--- config.mk ---
export PLATFORM = sky130hd
export DESIGN_NAME = ring_med_seq
export DESIGN_NICKNAME = d
export VERILOG_FILES = /design/src/rtl/ring_med_pkg.sv /design/src/rtl/ring_med_rstsync.sv /design/src/rtl/ring_med_sync.sv /design/src/rtl/ring_med_timer.sv /design/src/rtl/ring_med_stall.sv /design/src/rtl/ring_med_seq.sv
export SDC_FILE = /design/constraint.sdc
export NUM_CORES = 1
export LEC_CHECK = 0
export BUFFER_PORTS_ARGS = -buffer_cell sky130_fd_sc_hd__buf_2
export CAP_MARGIN = 10
export CORE_AREA = 2 2 69 71
export CTS_CLUSTER_DIAMETER = 120
export CTS_CLUSTER_SIZE = 14
export DETAILED_ROUTE_END_ITERATION = 10
export DIE_AREA = 0 0 71 73
export HOLD_SLACK_MARGIN = 0.12
export PLACE_DENSITY = 0.53
export SLEW_MARGIN = 20
export SYNTH_ARGS = -nofsm -noshare
export SYNTH_HDL_FRONTEND = slang
export SYNTH_SLANG_ARGS = --single-unit
--- constraint.sdc ---
create_clock -name clk -period 1.1 [get_ports clk]
set_input_delay 0.11 -clock clk [delete_from_list [all_inputs] [get_ports clk]]
set_output_delay 0.11 -clock clk [all_outputs]
set_load 0.005 [all_outputs]
--- src/rtl/ring_med_pkg.sv ---
package ring_med_pkg;
  typedef enum logic [2:0] {
    ST_IDLE = 3'd0,
    ST_ARB  = 3'd1,
    ST_RUN  = 3'd2,
    ST_INTJ = 3'd3,
    ST_CTRL = 3'd4
  } med_state_e;

  // control section: two control-bit cycles plus the closing cycle, two halves each
  localparam int CTRL_HALVES = 6;
endpackage

--- src/rtl/ring_med_rstsync.sv ---
module ring_med_rstsync (
  input  logic clk,
  input  logic arst_n,
  output logic rst_n_o
);
  logic [1:0] chain_q;

  always_ff @(posedge clk or negedge arst_n) begin
    if (!arst_n) chain_q <= 2'b00;
    else         chain_q <= {chain_q[0], 1'b1};
  end

  assign rst_n_o = chain_q[1];
endmodule

--- src/rtl/ring_med_sync.sv ---
module ring_med_sync #(
  parameter int   STAGES  = 2,
  parameter logic RST_VAL = 1'b1
) (
  input  logic clk,
  input  logic rst_n,
  input  logic d,
  output logic q
);
  logic [STAGES-1:0] sh_q;
  logic [STAGES-1:0] sh_d;

  generate
    if (STAGES == 1) begin : g_single
      assign sh_d = d;
    end else begin : g_chain
      assign sh_d = {sh_q[STAGES-2:0], d};
    end
  endgenerate

  always_ff @(posedge clk or negedge rst_n) begin
    if (!rst_n) sh_q <= {STAGES{RST_VAL}};
    else        sh_q <= sh_d;
  end

  assign q = sh_q[STAGES-1];
endmodule

--- src/rtl/ring_med_timer.sv ---
module ring_med_timer #(
  parameter int W = 5
) (
  input  logic         clk,
  input  logic         rst_n,
  input  logic         tick,
  input  logic         load,
  input  logic [W-1:0] load_val,
  output logic         expire
);
  logic [W-1:0] cnt_q;
  logic [W-1:0] cnt_d;

  always_comb begin
    cnt_d = cnt_q;
    if (load)                     cnt_d = load_val;
    else if (tick && cnt_q != '0) cnt_d = cnt_q - 1'b1;
  end

  always_ff @(posedge clk or negedge rst_n) begin
    if (!rst_n) cnt_q <= '0;
    else        cnt_q <= cnt_d;
  end

  assign expire = tick && (cnt_q == '0);
endmodule

--- src/rtl/ring_med_stall.sv ---
module ring_med_stall #(
  parameter int HALF_TICKS = 4
) (
  input  logic clk,
  input  logic rst_n,
  input  logic tick,
  input  logic en,
  input  logic fb,
  output logic stall
);
  localparam int LIM = 2 * HALF_TICKS;
  localparam int CW  = $clog2(LIM + 1);

  logic [CW-1:0] cnt_q, cnt_d;
  logic          fb_q;

  always_comb begin
    cnt_d = cnt_q;
    if (!en || fb != fb_q)                  cnt_d = '0;
    else if (tick && cnt_q != CW'(LIM))     cnt_d = cnt_q + 1'b1;
  end

  always_ff @(posedge clk or negedge rst_n) begin
    if (!rst_n) begin
      cnt_q <= '0;
      fb_q  <= 1'b1;
    end else begin
      cnt_q <= cnt_d;
      fb_q  <= fb;
    end
  end

  assign stall = tick && en && fb && (cnt_q == CW'(LIM));
endmodule

--- src/rtl/ring_med_seq.sv ---
module ring_med_seq
  import ring_med_pkg::*;
#(
  parameter int HALF_TICKS  = 4,
  parameter int LONG_TICKS  = 20,
  parameter int PULSES      = 4,
  parameter int SYNC_STAGES = 2
) (
  input  logic clk,
  input  logic rst_n,
  input  logic tick,
  input  logic din,
  input  logic clkin,
  input  logic tx_req,
  input  logic tx_data,
  output logic bus_clk,
  output logic dout
);
  localparam int MAXT      = (LONG_TICKS > HALF_TICKS) ? LONG_TICKS : HALF_TICKS;
  localparam int TW        = $clog2(MAXT + 1);
  localparam int PH_RAW    = $clog2(2 * PULSES + 1);
  localparam int PH_W      = (PH_RAW > 3) ? PH_RAW : 3;
  localparam int LAST_PULS = 2 * PULSES - 1;
  localparam int LAST_CTRL = CTRL_HALVES - 1;
  localparam int EDGE_CTRL = CTRL_HALVES - 2;

  logic rst_i_n, din_s, clkin_s, expire, stall;
  logic ld;
  logic [TW-1:0] ld_val;

  med_state_e      state_q, state_d;
  logic            clk_q, clk_d;
  logic            own_q, own_d;
  logic            pulse_q, pulse_d;
  logic            rearm_q, rearm_d;
  logic [PH_W-1:0] ph_q, ph_d;

  ring_med_rstsync u_rst (.clk(clk), .arst_n(rst_n), .rst_n_o(rst_i_n));

  ring_med_sync #(.STAGES(SYNC_STAGES), .RST_VAL(1'b1)) u_sync_din (
    .clk(clk), .rst_n(rst_i_n), .d(din), .q(din_s));

  ring_med_sync #(.STAGES(SYNC_STAGES), .RST_VAL(1'b1)) u_sync_clk (
    .clk(clk), .rst_n(rst_i_n), .d(clkin), .q(clkin_s));

  ring_med_timer #(.W(TW)) u_tmr (
    .clk(clk), .rst_n(rst_i_n), .tick(tick), .load(ld), .load_val(ld_val),
    .expire(expire));

  ring_med_stall #(.HALF_TICKS(HALF_TICKS)) u_stall (
    .clk(clk), .rst_n(rst_i_n), .tick(tick), .en(state_q == ST_RUN),
    .fb(clkin_s), .stall(stall));

  // next-state logic
  always_comb begin
    state_d = state_q;
    clk_d   = clk_q;
    own_d   = own_q;
    pulse_d = pulse_q;
    rearm_d = rearm_q;
    ph_d    = ph_q;
    ld      = 1'b0;
    ld_val  = TW'(HALF_TICKS - 1);
    unique case (state_q)
      ST_IDLE: begin
        clk_d = 1'b1;
        if (!din_s) begin
          state_d = ST_ARB;
          clk_d   = 1'b0;
          own_d   = tx_req;
          ld      = 1'b1;
          ld_val  = TW'(LONG_TICKS - 1);
        end
      end
      ST_ARB: begin
        if (expire) begin
          state_d = ST_RUN;
          clk_d   = 1'b1;
          ld      = 1'b1;
        end
      end
      ST_RUN: begin
        if (stall) begin
          state_d = ST_INTJ;
          clk_d   = 1'b1;
          pulse_d = 1'b0;
          ph_d    = '0;
          ld      = 1'b1;
        end else if (expire) begin
          clk_d = ~clk_q;
          ld    = 1'b1;
        end
      end
      ST_INTJ: begin
        if (expire) begin
          ld = 1'b1;
          if (ph_q == PH_W'(LAST_PULS)) begin
            state_d = ST_CTRL;
            clk_d   = 1'b0;
            pulse_d = 1'b1;
            ph_d    = '0;
          end else begin
            pulse_d = ~pulse_q;
            ph_d    = ph_q + 1'b1;
          end
        end
      end
      ST_CTRL: begin
        if (expire) begin
          if (ph_q == PH_W'(LAST_CTRL)) begin
            if (rearm_q) begin
              state_d = ST_ARB;
              clk_d   = 1'b0;
              own_d   = tx_req;
              ld      = 1'b1;
              ld_val  = TW'(LONG_TICKS - 1);
            end else begin
              state_d = ST_IDLE;
              clk_d   = 1'b1;
            end
          end else begin
            ph_d  = ph_q + 1'b1;
            clk_d = ~clk_q;
            ld    = 1'b1;
            if (ph_q == PH_W'(EDGE_CTRL)) rearm_d = ~din_s;
          end
        end
      end
      default: begin
        state_d = ST_IDLE;
        clk_d   = 1'b1;
      end
    endcase
  end

  // state registers
  always_ff @(posedge clk or negedge rst_i_n) begin
    if (!rst_i_n) begin
      state_q <= ST_IDLE;
      clk_q   <= 1'b1;
      own_q   <= 1'b0;
      pulse_q <= 1'b1;
      rearm_q <= 1'b0;
      ph_q    <= '0;
    end else begin
      state_q <= state_d;
      clk_q   <= clk_d;
      own_q   <= own_d;
      pulse_q <= pulse_d;
      rearm_q <= rearm_d;
      ph_q    <= ph_d;
    end
  end

  // data output: ring shoot-through where forwarding applies
  always_comb begin
    unique case (state_q)
      ST_IDLE: dout = ~tx_req;
      ST_ARB:  dout = ~own_q;
      ST_RUN:  dout = own_q ? tx_data : din;
      ST_INTJ: dout = pulse_q;
      ST_CTRL: dout = (ph_q >= PH_W'(EDGE_CTRL)) ? 1'b1 : din;
      default: dout = 1'b1;
    endcase
  end

  assign bus_clk = clk_q;
endmodule

==> results.json, run 1 <==
{
  "root_buffer": "clkbuf_8",
  "path_buf_inv": 1,
  "drt-total-wl_um": 4030,
  "max_freq_mhz": 481,
  "drt-vias-per-instance": 4.90,
  "p_switching_mw": 1.78,
  "synth_xor_area_frac": 0.0452,
  "drive_gt1_frac": 0.519,
  "clk_path_buf_depth": 2,
  "path_cells": "inv_2 > ha_4 > or4b_4 > nor2_4 > a41oi_2 > nor3_2 > mux2_4",
  "numPortBuffers": 8,
  "cts_tree": "yes",
  "ff2ff_path_depth": 7,
  "core_sq_mm": 0.00454,
  "synth_simple_gate_area_frac": 0.220,
  "first_pass_iters": 4,
  "p_comb_frac": 0.580,
  "pwr-share-seq": 0.304,
  "crit_type": "reg -> reg",
  "synth_fa_ha_area_frac": 0.0565,
  "drt_iter0_drc": 35,
  "max_stage_delay_ps": 530,
  "drc": 0,
  "intPower_mw": 3.09,
  "r2r_slack_ps": -980,
  "pre_cts_slack_ps": -933,
  "syn-num-nets": 173,
  "fillers": 398,
  "clock_latency_ps": 270,
  "cp.arrival_ps": 2240,
  "dieArea_sq_mm": 0.00518,
  "finalClockSkew_ps": 2.71,
  "crit_family": "simple AND/OR/NAND/NOR gates",
  "synth.top_cell.area_share": 0.323,
  "finalHoldViolCount": 0,
  "r2r-end": "own_q",
  "ys_top_cells_by_count": "dfrtp_1, nand2_1, nor2_1, inv_1",
  "die_w_um": 71,
  "num_rows": 25,
  "grt_usage": 0.161,
  "netlist-cell-type-count": 47,
  "outcome": "finished with violations",
  "syn_area_sq_mm": 0.00155,
  "drv_cap": 0,
  "nNetsFinal": 248,
  "synth.most_common_cell": "dfrtp_1",
  "grt_max_degree": 18,
  "grt_pass1_vias": 1465,
  "syn_inst": 159,
  "top_level_ports": 9,
  "critPathCaptureType": "flop",
  "yosys_warnings": 0,
  "clkPwrFrac": 0.116,
  "worstPathMaxFanout": 4,
  "diodes": 0,
  "synth_edf_count": 0,
  "clk_pin_slew_worst_paths_ps": 90,
  "rsz0062_at_grt": "true",
  "p_leak_nw": 1.07,
  "p_sw_frac": 0.366,
  "muxShareOfSynthArea": 0.0533,
  "synth.area.top_cells": "dfrtp_1, dfstp_2, ha_1",
  "start_util": 0.342,
  "setup_viol": 21,
  "violations": "negative setup slack",
  "power_mw": 4.86,
  "fin_ws_ps": -980,
  "wl_per_cell_um": 14.0,
  "fin_crit_ps": 2080,
  "synthFlopType": "dfrtp_1",
  "cts_buffers": 3,
  "die_h_um": 73,
  "clock-sinks": 27,
  "dpl.hpwl_um": 2910,
  "holdCritPathClass": "in -> async",
  "yosysSeqAreaShare": 0.441,
  "power_density_mw_per_mm2": 2040,
  "grt.overflow.total": 0,
  "async_flop_share": 1.00,
  "antenna_found_initial": 0,
  "period_share": 1.89,
  "gp_congestion": 0.869,
  "synth-seq-cells": 27,
  "layoutNonFillerInstCount": 287,
  "grt_first_pass_wirelength_um": 6530,
  "placedCellCount": 267,
  "avgSynthCellArea_sq_um": 9.75,
  "crit_required_ps": 1260,
  "dr_total_vias": 1407,
  "ir_worst_vdd_mv": 0.916,
  "drtAntennaViolNets": 0,
  "area.growth.synth_to_final_pct": 53.6,
  "synth_top_family_by_area": "simple AND/OR/NAND/NOR gates",
  "synth_compound_area_frac": 0.147,
  "yosys.area.top_type": "dfrtp_1",
  "critPathSlowestCell": "or4b_4",
  "r2r-start": "u_tmr.cnt_q[1]",
  "drv_slew": 0,
  "h-tree-depth": 1,
  "startpoint_type": "flop"
}
==> timing repair <==
action | CTS | global route
pin swaps | 9 | 11
hold endpoints to repair | 5 | 1
endpoints found under the setup margin | 21 | 22
setup buffers | 6 | 9
gates resized for setup | 21 | 16
hold buffers | 3 | 1
==> kinds of logic after synthesis <==
kind of cell | after synthesis
adder cells (fa/ha/maj) | 7
buffers and inverters | 14
other | 1
XOR/XNOR | 8
flip-flops | 27
AND/OR/NAND/NOR | 63
multiplexers | 7
AO/OA/AOI/OAI | 32
==> state kept, by name, summed over array words and instances, names as in the netlist <==
register         count
u_sync_clk.sh_q      2
u_tmr.cnt_q          5
state_q              3
bus_clk              1
u_stall.cnt_q        4
u_rst.chain_q        2
rearm_q              1
u_stall.fb_q         1
ph_q                 4
pulse_q              1
u_sync_din.sh_q      2
own_q                1
==> layer usage <==
metal	up-vias	global-route usage	share of wire
li1	708	-	-
met1	675	0.193	0.44
met2	17	0.299	0.52
met3	7	0.0207	0.016
met4	0	0.0524	0.019
met5	-	0	0
==> power groups by stage <==
stage,sequential (mW),clock [mW],combinational (mW)
final,1.48,0.563,2.82
after global routing,1.52,0.634,3.11
after CTS,1.48,0.588,2.53
after detailed placement,1.48,0,2.19
after global placement,1.47,0,2.11
after floorplan,1.50,0,1.18
==> placed cells by master (no fill, tap or decap), drive strengths merged, types with 6 or more instances in the layout <==
cell and count:
nor2 14, inv 10, dfstp 7, nand2 15, nand3 7, o21ai 7
dfrtp 20, buf 70, ha 7, nor3 6
==> worst max-delay path by stage <==
stage          slack [ps]            from  endpoint  depth (start not counted)
4_1_cts              -940  u_tmr.cnt_q[0]     own_q                          7
3_5_place_dp         -930  u_tmr.cnt_q[0]     own_q                          7
5_1_grt             -1050  u_tmr.cnt_q[0]     own_q                          7
6_report             -980  u_tmr.cnt_q[1]     own_q                          7
3_3_place_gp         -850  u_tmr.cnt_q[1]     own_q                          7
2_1_floorplan        -870  u_tmr.cnt_q[0]     own_q                          7
==> worst reg2reg max path, cell delays in order (launching register included) <==
cell	delay (ps)
dfrtp_1	400
inv_2	90
ha_4	130
or4b_4	530
nor2_4	150
a41oi_2	110
nor3_2	250
mux2_4	320
==> layout make-up <==
class / instances / area (sq um) / area share
clock buffer: 3 / 41.3 / 0.0173
timing repair buffer: 74 / 572 / 0.240
multi-input combinational: 118 / 971 / 0.408
tap: 54 / 67.6 / 0.0284
sequential: 27 / 687 / 0.288
inverter: 10 / 37.5 / 0.0158
clock inverter: 1 / 5.00 / 0.00210
==> stage by stage <==
stage	hold slack [ps]	utilization	cell area, sq um	TNS, ps
after global routing	129	0.525	2380	-15880
after floorplan	-186	-	1590	-10360
after detailed placement	-102	0.452	2050	-13270
after CTS	63.9	0.497	2250	-13200
after global placement	-105	0.452	2050	-12470
final	129	0.525	2380	-14350
Note: power is estimated with default switching activity, not from simulation.
==> inputs of run 2 (changes only) <==
--- a/config.mk
+++ b/config.mk
@@ -7,13 +7,13 @@
 export LEC_CHECK = 0
 export BUFFER_PORTS_ARGS = -buffer_cell sky130_fd_sc_hd__buf_2
 export CAP_MARGIN = 10
-export CORE_AREA = 2 2 69 71
+export CORE_AREA = 2 2 59 83
 export CTS_CLUSTER_DIAMETER = 120
 export CTS_CLUSTER_SIZE = 14
 export DETAILED_ROUTE_END_ITERATION = 10
-export DIE_AREA = 0 0 71 73
+export DIE_AREA = 0 0 61 85
 export HOLD_SLACK_MARGIN = 0.12
-export PLACE_DENSITY = 0.53
+export PLACE_DENSITY = 0.52
 export SLEW_MARGIN = 20
 export SYNTH_ARGS = -nofsm -noshare
 export SYNTH_HDL_FRONTEND = slang
==> run 2 against run 1 <==
Compared with the run above:
- the run still ends with negative setup slack left
- clock-buffer cell count unchanged
- critical endpoint unchanged
- global-route usage up 1.1 points
- register-to-register slack better by 100 ps
- worst setup slack improved by 100 ps
- first-iteration DRC count shrank 26%
- power down 2.0%
- final cell count is 1.7% higher
- via count increased by 2.7%
- sequential power about the same
==> results.json, run 2 (synthesized netlist as in run 1, its figures left out) <==
{
  "outcome": "finished with violations",
  "violations": "negative setup slack",
  "dieArea_sq_mm": 0.00519,
  "dr_total_vias": 1445,
  "power_density_mw_per_mm2": 2030,
  "period_share": 1.80,
  "diodes": 0,
  "wl_per_cell_um": 13.6,
  "p_leak_nw": 1.06,
  "fillers": 427,
  "grt.overflow.total": 0,
  "worstPathMaxFanout": 5,
  "crit_type": "reg -> reg",
  "clk_pin_slew_worst_paths_ps": 100,
  "drv_slew": 0,
  "numPortBuffers": 8,
  "tns_ps": -13110,
  "cts_buffers": 3,
  "finalHoldViolCount": 0,
  "largest_register": "u_tmr.cnt_q",
  "first_pass_iters": 4,
  "multi_input_area_sq_um": 953,
  "crit_required_ps": 1270,
  "grt_max_degree": 26,
  "die_w_um": 61,
  "antenna_found_initial": 0,
  "ir_worst_vdd_mv": 1.05,
  "top_level_ports": 9,
  "startpoint_type": "flop",
  "clk_path_buf_depth": 2,
  "drt-total-wl_um": 3980,
  "pre_cts_slack_ps": -897,
  "max_stage_delay_ps": 520,
  "rsz0062_at_grt": "true",
  "holdCritPathClass": "in -> async",
  "placed_area_sq_mm": 0.00204,
  "cts_tree": "yes",
  "nNetsFinal": 245,
  "die_h_um": 85,
  "grt_usage": 0.173,
  "most-common-layout-cells": "buf_4, dfrtp_1, nand2_1, nor2_1",
  "drv_cap": 0,
  "path_buf_inv": 1,
  "setup_viol": 22,
  "area.growth.synth_to_final_pct": 51.7,
  "final_common_cell": "buf_4",
  "fin_ws_ps": -875,
  "seq_area_sq_um": 686,
  "h-tree-depth": 1,
  "drive_gt1_frac": 0.496,
  "fin_crit_ps": 1980,
  "gp_congestion": 0.862,
  "num_rows": 29,
  "r2r_slack_ps": -880,
  "grt_first_pass_wirelength_um": 6850,
  "finalClockSkew_ps": 7.40,
  "fin_util": 0.527,
  "start_util": 0.347,
  "critPathSlowestCell": "or4b_4",
  "drtAntennaViolNets": 0,
  "reg.largest.list": "u_tmr.cnt_q: 5 flops, ph_q: 4 flops, u_stall.cnt_q: 4 flops",
  "grt_pass1_vias": 1568,
  "core_sq_mm": 0.00446,
  "clock_latency_ps": 270,
  "path_cells": "inv_2 > ha_4 > or4b_4 > nor2_4 > a41oi_2 > nor3_2 > mux2_1",
  "cp.arrival_ps": 2140,
  "drc": 0,
  "drt-vias-per-instance": 4.95,
  "drt_iter0_drc": 26,
  "dpl.hpwl_um": 2860,
  "max_freq_mhz": 506,
  "critPathCaptureType": "flop",
  "fin_area_sq_mm": 0.00235,
  "root_buffer": "clkbuf_8",
  "largest_register_ffs": 5,
  "clock-sinks": 27,
  "crit_family": "simple AND/OR/NAND/NOR gates"
}
run 2: final timing paths:
kind	start	end	cells past startpoint
setup reg to reg	u_tmr.cnt_q[0]	own_q	7
hold reg to reg	u_rst.chain_q[1]	ph_q[3]	1
min in group clk	tick	u_stall.cnt_q[1]	3
hold / removal	rst_n	u_rst.chain_q[0]	2
max in group asynchronous	u_rst.chain_q[1]	pulse_q	1
setup / recovery	u_tmr.cnt_q[0]	own_q	7
run 2: stage by stage:
| step | instances | power (mW) | hold WS (ps) |
|---|---|---|---|
| after floorplan | 159 | 2.69 | -186 |
| after global placement | 272 | 3.60 | -107 |
| after detailed placement | 272 | 3.66 | -105 |
| after CTS | 290 | 4.71 | 131 |
| after global routing | 292 | 5.12 | 134 |
| final | 292 | 4.77 | 136 |
run 2: area by class of cell:
cell class                      instances  area share
Inverter                               10      0.0160
Clock buffer                            3      0.0176
Multi-Input combinational cell        118       0.405
Clock inverter                          1     0.00213
Tap cell                               62      0.0330
Timing Repair Buffer                   71       0.235
Sequential cell                        27       0.291
run 2: per-layer routing:
metal / routed length, um / track usage / vias up
met5: 0 / 0 / -
met2: 2290 / 0.328 / 9
met4: 80 / 0.0652 / 0
met3: 43 / 0.0137 / 6
met1: 1560 / 0.187 / 723
li1: - / - / 707
run 2: repair_timing:
action                                  CTS  global route
pin swaps                                 9             7
resized for setup                        24             9
endpoints found under the hold margin     5             0
buffers inserted                         11             4
gates cloned                              0             0
hold buffers                              4             0
endpoints found under the setup margin   22            22
run 2: power by group:
part | internal (mW) | leakage (nW) | switching (mW) | total, mW
Sequential | 1.27 | 0.320 | 0.214 | 1.48
Combinational | 1.51 | 0.710 | 1.21 | 2.72
Clock | 0.254 | 0.0255 | 0.311 | 0.565
==> inputs of run 3 (changes only) <==
--- a/config.mk
+++ b/config.mk
@@ -5,15 +5,16 @@
 export SDC_FILE = /design/constraint.sdc
 export NUM_CORES = 1
 export LEC_CHECK = 0
+export ABC_AREA = 1
 export BUFFER_PORTS_ARGS = -buffer_cell sky130_fd_sc_hd__buf_2
 export CAP_MARGIN = 10
-export CORE_AREA = 2 2 59 83
+export CORE_AREA = 2 2 61 86
 export CTS_CLUSTER_DIAMETER = 120
 export CTS_CLUSTER_SIZE = 14
 export DETAILED_ROUTE_END_ITERATION = 10
-export DIE_AREA = 0 0 61 85
+export DIE_AREA = 0 0 63 88
 export HOLD_SLACK_MARGIN = 0.12
-export PLACE_DENSITY = 0.52
+export PLACE_DENSITY = 0.53
 export SLEW_MARGIN = 20
 export SYNTH_ARGS = -nofsm -noshare
 export SYNTH_HDL_FRONTEND = slang
==> run 3 against run 2 <==
Compared with the run above:
- the flow still finishes with violations (negative setup slack)
- final cell count is 25% higher
- utilization is 2.9 points higher
- worst setup slack better by 390 ps
- first-iteration DRC count increased by 58%
- clock skew shrank 1.1 ps
- sequential share of layout area shrank 3.2 points
- maximum frequency up 25%
- critical endpoint is now dout
==> results.json, run 3 <==
{
  "grt_first_pass_wirelength_um": 7360,
  "ir_worst_vdd_mv": 0.978,
  "synth_edf_count": 0,
  "root_buffer": "clkbuf_8",
  "largest_register_ffs": 5,
  "fin_crit_ps": 1580,
  "synth.top_cell.area_share": 0.298,
  "syn-num-nets": 242,
  "drt-total-wl_um": 4580,
  "netlist-cell-type-count": 29,
  "drt_iter0_drc": 41,
  "critPathCaptureType": "output port",
  "h-tree-depth": 1,
  "top_level_ports": 9,
  "drv_slew": 0,
  "largest_register": "u_tmr.cnt_q",
  "avgSynthCellArea_sq_um": 7.37,
  "dr_total_vias": 1658,
  "setup_viol": 21,
  "yosys.area.top_type": "dfrtp_1",
  "holdCritPathClass": "reg -> async",
  "first_pass_iters": 4,
  "grt_max_degree": 17,
  "wl_per_cell_um": 12.5,
  "yosys_warnings": 0,
  "drive_gt1_frac": 0.507,
  "synth.area.top_cells": "dfrtp_1, nand2_1, dfstp_2",
  "outcome": "finished with violations",
  "p_leak_nw": 1.33,
  "dieArea_sq_mm": 0.00554,
  "crit_required_ps": 990,
  "drc": 0,
  "cts_tree": "yes",
  "num_rows": 30,
  "clock-sinks": 27,
  "most-common-layout-cells": "nand2_1, buf_4, inv_1, dfrtp_1, nor2_1",
  "fin_area_sq_mm": 0.00265,
  "worstPathMaxFanout": 4,
  "start_util": 0.352,
  "fin_util": 0.556,
  "gp_congestion": 0.874,
  "async_flop_share": 1.00,
  "synthFlopType": "dfrtp_1",
  "nNetsFinal": 317,
  "die_w_um": 63,
  "ys_top_cells_by_count": "nand2_1, inv_1, nor2_1, dfrtp_1, nand3_1",
  "core_sq_mm": 0.00477,
  "final_common_cell": "nand2_1",
  "fin_ws_ps": -485,
  "clk_pin_slew_worst_paths_ps": 110,
  "die_h_um": 88,
  "grt_usage": 0.175,
  "synth.most_common_cell": "nand2_1",
  "rsz0062_at_grt": "true",
  "tns_ps": -6030,
  "drv_cap": 0,
  "numPortBuffers": 8,
  "synth-seq-cells": 27,
  "crit_type": "reg -> out",
  "grt_pass1_vias": 1652,
  "syn_area_sq_mm": 0.00168,
  "clk_path_buf_depth": 2,
  "clock_latency_ps": 290,
  "yosysSeqAreaShare": 0.407,
  "placed_area_sq_mm": 0.00225,
  "period_share": 1.44,
  "violations": "negative setup slack",
  "dpl.hpwl_um": 3460,
  "finalClockSkew_ps": 6.28,
  "cts_buffers": 3,
  "reg.largest.list": "u_tmr.cnt_q: 5 flops, ph_q: 4 flops, u_stall.cnt_q: 4 flops",
  "startpoint_type": "flop",
  "grt.overflow.total": 0,
  "drt-vias-per-instance": 4.53,
  "syn_inst": 228,
  "area.growth.synth_to_final_pct": 57.6,
  "diodes": 0,
  "cp.arrival_ps": 1470,
  "finalHoldViolCount": 0,
  "power_density_mw_per_mm2": 2040,
  "max_freq_mhz": 631,
  "antenna_found_initial": 0,
  "drtAntennaViolNets": 0
}
## run 3: cell types whose count changed in the layout (fill, tap and decap cells not counted), sizes merged, moves of 4 or more
cell   before  now
nor3        6    0
nor2b       4    0
nor2       14   28
xnor2       5    1
inv        10   32
nand2      15   84
mux2        4    0
nand3       7   20
## run 3: final cells by class
type	instances	area, sq um
Clock inverter	1	7.51
Sequential cell	27	687
Multi-Input combinational cell	168	1150
Timing Repair Buffer	70	549
Inverter	33	131
Tap cell	64	80.1
Fill cell	469	2120
Clock buffer	3	41.3
## run 3: cell families after synthesis
logic type | count (synthesis) | synth area share
XOR/XNOR | 2 | 0.0104
adder cells (fa/ha/maj) | 7 | 0.0521
AO/OA/AOI/OAI | 18 | 0.0670
AND/OR/NAND/NOR | 140 | 0.386
flip-flops | 27 | 0.407
other | 1 | 0.00223
buffers and inverters | 33 | 0.0745
## run 3: per-stage QoR
stage | cells | power, mW | setup WS [ps] | hold slack [ps]
final | 366 | 5.40 | -485 | 196
after global routing | 366 | 5.82 | -554 | 221
after CTS | 361 | 5.19 | -479 | 200
after detailed placement | 347 | 4.22 | -295 | -102
after global placement | 347 | 4.21 | -282 | -104
after floorplan | 228 | 3.07 | -216 | -186
## run 3: repair_timing
action,CTS,global route
hold endpoints to repair,5,0
gates cloned,0,0
resized for setup,36,23
endpoints found under the setup margin,21,22
buffers inserted,6,5
pin swaps,24,11
hold buffers,5,0
## run 3: where the power goes
part           internal (mW)  leakage, nW  switching [mW]
registers               1.25        0.330           0.202
clock network          0.259       0.0217           0.362
logic                   1.55        0.977            1.78
## run 3: routing by layer
layer | track usage | wire length (um) | vias to the layer above
met5 | 0 | 0 | -
met1 | 0.173 | 1800 | 776
met4 | 0.0808 | 131 | 0
li1 | - | - | 857
met2 | 0.361 | 2600 | 14
met3 | 0.0154 | 52 | 11
## run 3: critical path, cell delays in order, from the launching register on
cell	delay, ps
dfrtp_1	420
inv_2	120
nand3_2	120
buf_4	180
o22ai_1	120
nand3b_1	120
buf_2	110
## run 3: path summary, 6_finish.rpt
| check | startpoint | endpoint | slack, ps | depth (start not counted) |
|---|---|---|---|---|
| setup / recovery | state_q[2] | dout | -480 | 6 |
| hold / removal | u_rst.chain_q[1] | state_q[2] | 200 | 1 |
| setup reg to reg | u_tmr.cnt_q[1] | u_tmr.cnt_q[3] | -330 | 8 |
| hold reg to reg | u_rst.chain_q[1] | state_q[2] | 200 | 1 |
| max in group asynchronous | rst_n | u_rst.chain_q[1] | 320 | 3 |
| min in group clk | tick | u_tmr.cnt_q[0] | 220 | 4 |
